$ cat src/rtl/adc_hc_pkg.sv
package adc_hc_pkg;

  typedef enum logic [1:0] {
    SQ_IDLE,
    SQ_CONV,
    SQ_BURST,
    SQ_DONE
  } seq_state_t;

  typedef struct packed {
    logic [2:0] sel;
    logic       bip;
  } adc_cfg_t;

  // active channel count for a select code, clipped to the channel limit
  function automatic int unsigned chan_count(input logic [2:0] sel,
                                             input int unsigned nmax);
    int unsigned n;
    n = 32'(sel) + 1;
    if (n > nmax) n = nmax;
    return n;
  endfunction

endpackage

$ cat src/rtl/adc_hc_cfg.sv
module adc_hc_cfg
  import adc_hc_pkg::*;
#(
  parameter int ACQ_WAIT = 40
) (
  input  logic     clk,
  input  logic     rst_n,
  input  adc_cfg_t req,
  input  logic     seq_idle,
  input  logic     conv_done,
  output adc_cfg_t act,
  output logic     primed,
  output logic     hold
);
  localparam int AW = $clog2(ACQ_WAIT + 2);

  logic [1:0]    lock_cnt;
  logic [AW-1:0] acq_cnt;
  logic          differs;
  logic          free;
  logic          apply;

  assign differs = (req != act);
  assign free    = (lock_cnt == 2'd2);
  assign apply   = seq_idle && differs && free;
  assign hold    = (differs && free) || (acq_cnt != '0);

  always_ff @(posedge clk or negedge rst_n) begin
    if (!rst_n) begin
      act      <= '0;
      lock_cnt <= 2'd2;
      primed   <= 1'b0;
      acq_cnt  <= '0;
    end else if (apply) begin
      act      <= req;
      lock_cnt <= 2'd0;
      primed   <= 1'b0;
      if (req.bip != act.bip) acq_cnt <= AW'(ACQ_WAIT);
    end else begin
      if (conv_done) begin
        primed <= 1'b1;
        if (!free) lock_cnt <= lock_cnt + 2'd1;
      end
      if (acq_cnt != '0) acq_cnt <= acq_cnt - 1'b1;
    end
  end

endmodule

$ cat src/rtl/adc_hc_seq.sv
module adc_hc_seq
  import adc_hc_pkg::*;
#(
  parameter int NCH      = 6,
  parameter int SLOT     = 16,
  parameter int CONV_HI  = 2,
  parameter int SCK_HALF = 1
) (
  input  logic       clk,
  input  logic       rst_n,
  input  logic       go,
  input  logic [2:0] sel,
  output logic       conv,
  output logic       sck,
  output logic       sample,
  output logic       done,
  output logic       idle
);
  localparam int EW   = $clog2(SLOT * NCH + 1);
  localparam int CMAX = (CONV_HI > SCK_HALF) ? CONV_HI : SCK_HALF;
  localparam int CW   = $clog2(CMAX + 1);

  seq_state_t    st;
  logic [CW-1:0] cnt;
  logic [EW-1:0] edges;
  logic [EW-1:0] total;

  assign total  = EW'(SLOT * chan_count(sel, NCH));
  assign sample = (st == SQ_BURST) && (cnt == '0) && !sck;
  assign done   = (st == SQ_DONE);
  assign idle   = (st == SQ_IDLE);

  always_ff @(posedge clk or negedge rst_n) begin
    if (!rst_n) begin
      st    <= SQ_IDLE;
      conv  <= 1'b0;
      sck   <= 1'b0;
      cnt   <= '0;
      edges <= '0;
    end else begin
      unique case (st)
        SQ_IDLE: if (go) begin
          st    <= SQ_CONV;
          conv  <= 1'b1;
          cnt   <= CW'(CONV_HI - 1);
          edges <= '0;
        end
        SQ_CONV: if (cnt == '0) begin
          conv <= 1'b0;
          st   <= SQ_BURST;
          cnt  <= CW'(SCK_HALF - 1);
        end else begin
          cnt <= cnt - 1'b1;
        end
        SQ_BURST: if (cnt != '0) begin
          cnt <= cnt - 1'b1;
        end else begin
          cnt <= CW'(SCK_HALF - 1);
          if (!sck) begin
            sck   <= 1'b1;
            edges <= edges + 1'b1;
          end else begin
            sck <= 1'b0;
            if (edges == total) st <= SQ_DONE;
          end
        end
        SQ_DONE: st <= SQ_IDLE;
        default: st <= SQ_IDLE;
      endcase
    end
  end

endmodule

$ cat src/rtl/adc_hc_deser.sv
module adc_hc_deser #(
  parameter int NCH  = 6,
  parameter int W    = 12,
  parameter int SLOT = 16
) (
  input  logic             clk,
  input  logic             rst_n,
  input  logic             clear,
  input  logic             sample,
  input  logic             sdo,
  output logic [NCH*W-1:0] words
);
  localparam int BW = $clog2(SLOT);
  localparam int SW = $clog2(NCH + 1);

  logic [BW-1:0] bcnt;
  logic [SW-1:0] slot;
  logic [W-1:0]  sh;
  logic [W-1:0]  nxt;

  assign nxt = {sh[W-2:0], sdo};

  always_ff @(posedge clk or negedge rst_n) begin
    if (!rst_n) begin
      bcnt <= '0;
      slot <= '0;
      sh   <= '0;
    end else if (clear) begin
      bcnt <= '0;
      slot <= '0;
      sh   <= '0;
    end else if (sample) begin
      if (int'(bcnt) < W) sh <= nxt;
      if (int'(bcnt) == SLOT - 1) begin
        bcnt <= '0;
        slot <= slot + 1'b1;
      end else begin
        bcnt <= bcnt + 1'b1;
      end
    end
  end

  for (genvar g = 0; g < NCH; g++) begin : g_word
    always_ff @(posedge clk or negedge rst_n) begin
      if (!rst_n) begin
        words[g*W +: W] <= '0;
      end else if (clear) begin
        words[g*W +: W] <= '0;
      end else if (sample && int'(bcnt) == W - 1 && slot == SW'(g)) begin
        words[g*W +: W] <= nxt;
      end
    end
  end

endmodule

$ cat src/rtl/adc_host_ctl.sv
module adc_host_ctl
  import adc_hc_pkg::*;
#(
  parameter int NCH      = 6,
  parameter int W        = 12,
  parameter int SLOT     = 16,
  parameter int CONV_HI  = 2,
  parameter int SCK_HALF = 1,
  parameter int ACQ_WAIT = 40
) (
  input  logic                       clk,
  input  logic                       rst_n,
  input  logic                       start_req,
  input  logic [2:0]                 cfg_sel,
  input  logic                       cfg_bip,
  output logic                       busy,
  output logic                       adc_conv,
  output logic                       adc_sck,
  input  logic                       adc_sdo,
  output logic [2:0]                 adc_sel,
  output logic                       adc_bip,
  output logic                       frm_valid,
  input  logic                       frm_ready,
  output logic [NCH*W-1:0]           frm_data,
  output logic [$clog2(NCH+1)-1:0]   frm_nch,
  output logic                       frm_bip
);
  localparam int NW = $clog2(NCH + 1);

  adc_cfg_t         req;
  adc_cfg_t         act;
  logic             primed;
  logic             hold;
  logic             seq_idle;
  logic             seq_done;
  logic             sample;
  logic             go;
  logic [NCH*W-1:0] words;

  assign req     = '{sel: cfg_sel, bip: cfg_bip};
  assign go      = seq_idle && start_req && !hold && !frm_valid;
  assign busy    = !seq_idle;
  assign adc_sel = act.sel;
  assign adc_bip = act.bip;

  adc_hc_cfg #(.ACQ_WAIT(ACQ_WAIT)) u_cfg (
    .clk       (clk),
    .rst_n     (rst_n),
    .req       (req),
    .seq_idle  (seq_idle),
    .conv_done (seq_done),
    .act       (act),
    .primed    (primed),
    .hold      (hold)
  );

  adc_hc_seq #(
    .NCH      (NCH),
    .SLOT     (SLOT),
    .CONV_HI  (CONV_HI),
    .SCK_HALF (SCK_HALF)
  ) u_seq (
    .clk    (clk),
    .rst_n  (rst_n),
    .go     (go),
    .sel    (act.sel),
    .conv   (adc_conv),
    .sck    (adc_sck),
    .sample (sample),
    .done   (seq_done),
    .idle   (seq_idle)
  );

  adc_hc_deser #(.NCH(NCH), .W(W), .SLOT(SLOT)) u_deser (
    .clk    (clk),
    .rst_n  (rst_n),
    .clear  (go),
    .sample (sample),
    .sdo    (adc_sdo),
    .words  (words)
  );

  // output holding register: a frame waits here until accepted
  always_ff @(posedge clk or negedge rst_n) begin
    if (!rst_n) begin
      frm_valid <= 1'b0;
      frm_data  <= '0;
      frm_nch   <= '0;
      frm_bip   <= 1'b0;
    end else if (seq_done && primed) begin
      frm_valid <= 1'b1;
      frm_data  <= words;
      frm_nch   <= NW'(chan_count(act.sel, NCH));
      frm_bip   <= act.bip;
    end else if (frm_valid && frm_ready) begin
      frm_valid <= 1'b0;
    end
  end

endmodule

$ cat config.mk
export PLATFORM = sky130hd
export DESIGN_NAME = adc_host_ctl
export DESIGN_NICKNAME = d
export VERILOG_FILES = /design/src/rtl/adc_hc_pkg.sv /design/src/rtl/adc_hc_cfg.sv /design/src/rtl/adc_hc_seq.sv /design/src/rtl/adc_hc_deser.sv /design/src/rtl/adc_host_ctl.sv
export SDC_FILE = /design/constraint.sdc
export NUM_CORES = 1
export LEC_CHECK = 0
export BUFFER_PORTS_ARGS = -buffer_cell sky130_fd_sc_hd__buf_2
export CORE_MARGIN = 3
export CORE_UTILIZATION = 35
export DETAILED_ROUTE_END_ITERATION = 10
export SKIP_LAST_GASP = 1
export SLEW_MARGIN = 20
export SYNTH_ARGS = -nofsm -noshare
export SYNTH_HDL_FRONTEND = slang
export SYNTH_SLANG_ARGS = --single-unit
$ cat constraint.sdc
create_clock -name clk -period 3.85 [get_ports clk]
set_clock_uncertainty 0.05 [all_clocks]
set_input_delay 0.385 -clock clk [delete_from_list [all_inputs] [get_ports clk]]
set_output_delay 0.385 -clock clk [all_outputs]
set_load 0.01 [all_outputs]
# == Yosys cells after proc, flatten, opt, wreduce, memory -nomap -nowiden ==
# Index checks and enable logic that the tools add are counted.
# word_totals
ff_bits,193
elab_cells,155
# op_classes
n_addsub,7
order_cmp,2
eq_ne,22
muxes,49
bitwise,1
n_reduce_logical,51
# op_table
operator,n
$mux W12,12
$mux W11,3
$reduce_bool A2 Y1,15
$mux W7,3
$mux W2,10
$mux W6,3
$logic_and A1 B1 Y1,17
$pmux W7 S2,1
$mux W3,4
$mux W4,3
$reduce_and A2 Y1,6
$ne A2 B2 Y1 const B,5
$pmux W2 S4,1
$add A7 B1 Y7 const B,1
$eq A7 B7 Y1,1
$mux W1,7
$eq A2 B2 Y1 const B,3
$eq A3 B2 Y1 const B,2
$eq A3 B3 Y1 const B,2
$ne A2 B1 Y1 const B,3
$pmux W2 S3,1
$reduce_bool A6 Y1,1
$sub A6 B1 Y6 const B,1
$reduce_and A5 Y1,1
other kinds (22),26

# == Logic depth before layout (Yosys ltp) ==
# logic_depth
ltp_word,8
depth_mapped,10
ltp_nobuf,8

# == Hierarchy ==
# From an unflattened synthesis, not the netlist that was laid out.
# hier_totals
hier_cells,712
hier_area_um2,8849.7
# by_module_without_submodules
mod,instances,cells_per_inst,area_each_um2,seq_area_each_um2
adc_hc_deser,1,363,4150.2,2252.2
adc_host_ctl,1,173,3057.9,1926.8
adc_hc_seq,1,101,910.9,325.3
adc_hc_cfg,1,75,730.7,326.6

# == Worst setup path before layout ==
# Ideal clock, no wire load.
# synth_timing
kind,register -> register
from,register u_seq.st[0]
to,register u_deser.words[50]
arrival_time_ns,2.141
slack_ns,1.538
stages_incl_launch_ff,11
period_less_slack_ns,2.312
path_cell_list,dfrtp_1 inv_1 ha_1 buf_6 nor4b_4 nand2_2 nor3b_4 nand3_2 buf_4 mux2i_1 nor2_1
# synth_via
elab_chain_len,6
elab_cells_between_ends,11
classes_between,1 x eq/ne; 1 x mux; 9 x reduce/logical
# synth_lines
item,line_no,source
from (decl),adc_hc_seq.sv:23,seq_state_t st;
from (signal assigned),adc_hc_seq.sv:35,st <= SQ_IDLE;
from (signal assigned),adc_hc_seq.sv:43,st <= SQ_CONV;
from (signal assigned),adc_hc_seq.sv:50,st <= SQ_BURST;
$eq A2 B2 Y1,adc_hc_seq.sv:29,assign sample = (st == SQ_BURST) && (cnt == '0) && !sck;
$logic_and A1 B1 Y1 (2 in series),adc_hc_seq.sv:29,
$logic_and A1 B1 Y1 (2 in series),adc_hc_deser.sv:49,end else if (sample && int'(bcnt) == W - 1 && slot == SW'(g)) begin
$reduce_bool A2 Y1 (no line),--,
"to (signal, indexed assignment)",adc_hc_deser.sv:50,words[g*W +: W] <= nxt;
to (decl),adc_hc_deser.sv:11,output logic [NCH*W-1:0] words
# Several ways; a longest one is shown, not always the timed one.
# A chain may end at the register's enable or synchronous reset.

# == Final worst setup path ==
# layout_timing
from,register u_seq.st[0]
to,register u_deser.words[57]
# The elaborated chain is that of the path after synthesis.

==> flow_summary.yaml <==
floorplanning:
  die_h_um: 158.8
  start_util_pct: 35.86
  coreArea_um2: 22780
  die_w_um: 158.8
  rows: 55
  die-area_um2: 25210
  num_io_pins: 93
logic_synthesis:
  synth_edf_count: 0
  synth_cells: 697
  synthArstFlopShare_pct: 100.0
  synth_ff_type: "dfrtp_1"
  yosys-top-cells-area: "dfrtp_1, mux2_2, nand2_1, mux2i_1, a21oi_1"
  synth_top_cell_by_area: "dfrtp_1"
  synth_area_um2: 8169
  yosys_warnings: 0
  yosys_register_bits: 193
  synth_top_cell_area_share_pct: 58.81
  ys_types: 46
  synth_nets: 722
  ys_seq_area_share_pct: 59.14
  synth.avg_cell_area_um2: 11.72
placed_design:
  place.gp.congestion: 0.7704
  dpl_cell_area_um2: 8892
  dp_cells: 1063
  hpwlAfterDp_um: 11150
  io_buffers: 92
power:
  p_leak_nw: 3.988
  power_density_nw_per_um2: 829.2
  vdd_drop_max_v: 0.0003139
critical_path:
  crit_arrival_ns: 3.46
  cp.required_ns: 4.10
  critPathKind: "reg2reg"
  reg2reg_slack_ns: 0.64
  critical_path.startpoint: "u_seq.st[0]"
  cp-end-kind: "flip-flop"
  critPathMaxFanout: 15
  reg2reg_to: "u_deser.words[57]"
  reg2reg_depth: 8
  r2r_start: "u_seq.st[0]"
  crit_end: "u_deser.words[57]"
  cp-start-kind: "flip-flop"
min_path:
  hp-class: "in2async"
timing:
  timing.hold.ws_ns: -0.04347
  rsz0062_at_grt: "false"
  setup_violations: 0
  fin_tns_setup_ns: 0
  finalHoldViolations: 22
  fin_crit_sh_pct: 83.46
  maxSlewViolCount: 0
  slew_headroom_pct: 47.20
  fin_crit_ns: 3.213
  tightest_slew_ns: 0.7920
  max_freq_mhz: 311.2
layout:
  layout_commonest_cell: "dfrtp_1"
  final_cell_mix: "dfrtp_1, nand2_1, buf_2"
  nNetsFinal: 794
  drive_above_1_share_pct: 28.26
  fin_cells: 1095
  area_growth_pct: 16.54
  antenna_cells: 0
  final_area_um2: 9520
detailed_routing:
  vias: 5250
  firstDrtPassIters: 4
  wl_per_cell_um: 15.97
  drc_errors: 0
  drtIter0Drc: 287
  vias_per_cell: 4.795
  ant_nets: 0
  drt_wl_total_um: 17490
clock_tree:
  cts_resized: 0
  cts_sinks: 193
  htree_num_levels: 4
  clk_latency_ns: 0.43
  clk_pin_slew_worst_paths_ns: 0.07
  cts_buffer_depth: 2
  cts_root_buf: "clkbuf_16"
  cts_buffers: 17
  ctsHoldBuffers: 0
  cts_setup_buffers: 0
  cts_tree: "done"
status:
  status: "complete, but fails checks"
  violations: "negative hold slack"
global_route:
  grt_overflow: 0
  antenna_found_initial: 0
  grt_pass1_vias: 5291
  grt_max_degree: 97
  grt_pass1_wl_um: 29060
  track_usage_pct: 14.29
flow_run:
  cap_violations: 0
## layer usage
metal	GRT usage [%]	wire length, µm
met1	20.11	8403
met4	4.059	196
met2	21.95	8076
met5	0	0
met3	3.679	815
## Yosys cell counts (all sizes together) (3+ instances only)
cell,number
nand4,5
dfrtp,192
mux2i,36
a21oi,57
xor2,8
nor2,54
nor4,5
xnor2,8
o21ai,14
ha,16
clkbuf,19
nand3,18
nand2,108
mux2,82
nand2b,3
and2,3
buf,23
nor3,6
inv,13
## per-stage QoR
| step | hold WS [ns] | worst slack [ns] | power (mW) | utilization [%] |
|---|---|---|---|---|
| floorplan | 0.03941 | 1.538 | 5.181 | - |
| global placement | 0.4112 | 0.7683 | 6.071 | 39.04 |
| CTS | 0.005599 | 0.6066 | 8.008 | 41.76 |
| detailed placement | 0.4377 | 0.6208 | 6.143 | 39.04 |
| finish | -0.04347 | 0.6367 | 7.894 | 41.80 |
| global route | 0.02187 | 0.2979 | 8.460 | 41.80 |
## worst min-delay path by stage
stage	start	end	slack [ns]	cells past startpoint
6_report	rst_n	frm_data[15]	-0.04	1
5_1_grt	rst_n	frm_data[14]	0.02	1
4_1_cts	rst_n	frm_data[21]	0.006	1
3_5_place_dp	frm_nch[1]	frm_nch[1]	0.44	1
3_3_place_gp	frm_nch[2]	frm_nch[2]	0.41	2
2_1_floorplan	rst_n	frm_bip	0.04	0
## cell type report
class / instances / area, µm²
clock buffer: 20 / 456.7
clock inverter: 12 / 162.7
fill: 2196 / 13260
inverter: 13 / 48.80
multi-input combinational: 449 / 3113
sequential: 193 / 4831
tap: 313 / 391.6
timing repair buffer: 95 / 516.7
## where the power goes
group	leakage [nW]	switching, mW	internal (mW)
logic	1.77	1.24	1.23
registers	1.91	0.728	2.86
clock network	0.304	0.821	1.02
## worst max-delay path: stages, from the launching register on
cell and delay, ns:
dfrtp_1 0.42, inv_1 0.12, ha_1 0.39, nor4b_4 0.47, nand2_2 0.20, nor3b_4 0.62, nand3_2 0.48, mux2i_1 0.27
nor2_1 0.07
## logic make-up (layout without fill, tap and decap cells)
logic type	after synthesis	in the layout	share of synthesized area [%]
fa+ha+maj	16	16	2.451
flops	193	193	59.14
buf+inv	55	140	3.017
xor+xnor	16	16	1.715
simple gates	209	209	11.55
compound gates	90	90	6.417
mux	118	118	15.71
## state kept, by name, summed over array words and instances, names as in the netlist, 2 cells and up
signal / cells
u_deser.sh: 11
u_seq.edges: 7
u_deser.words: 72
u_cfg.acq_cnt: 6
frm_nch: 3
u_seq.cnt: 2
u_cfg.act: 4
u_cfg.lock_cnt: 2
frm_data: 72
u_deser.slot: 3
u_seq.st: 2
u_deser.bcnt: 4
Power figures use the tool's default switching activity.
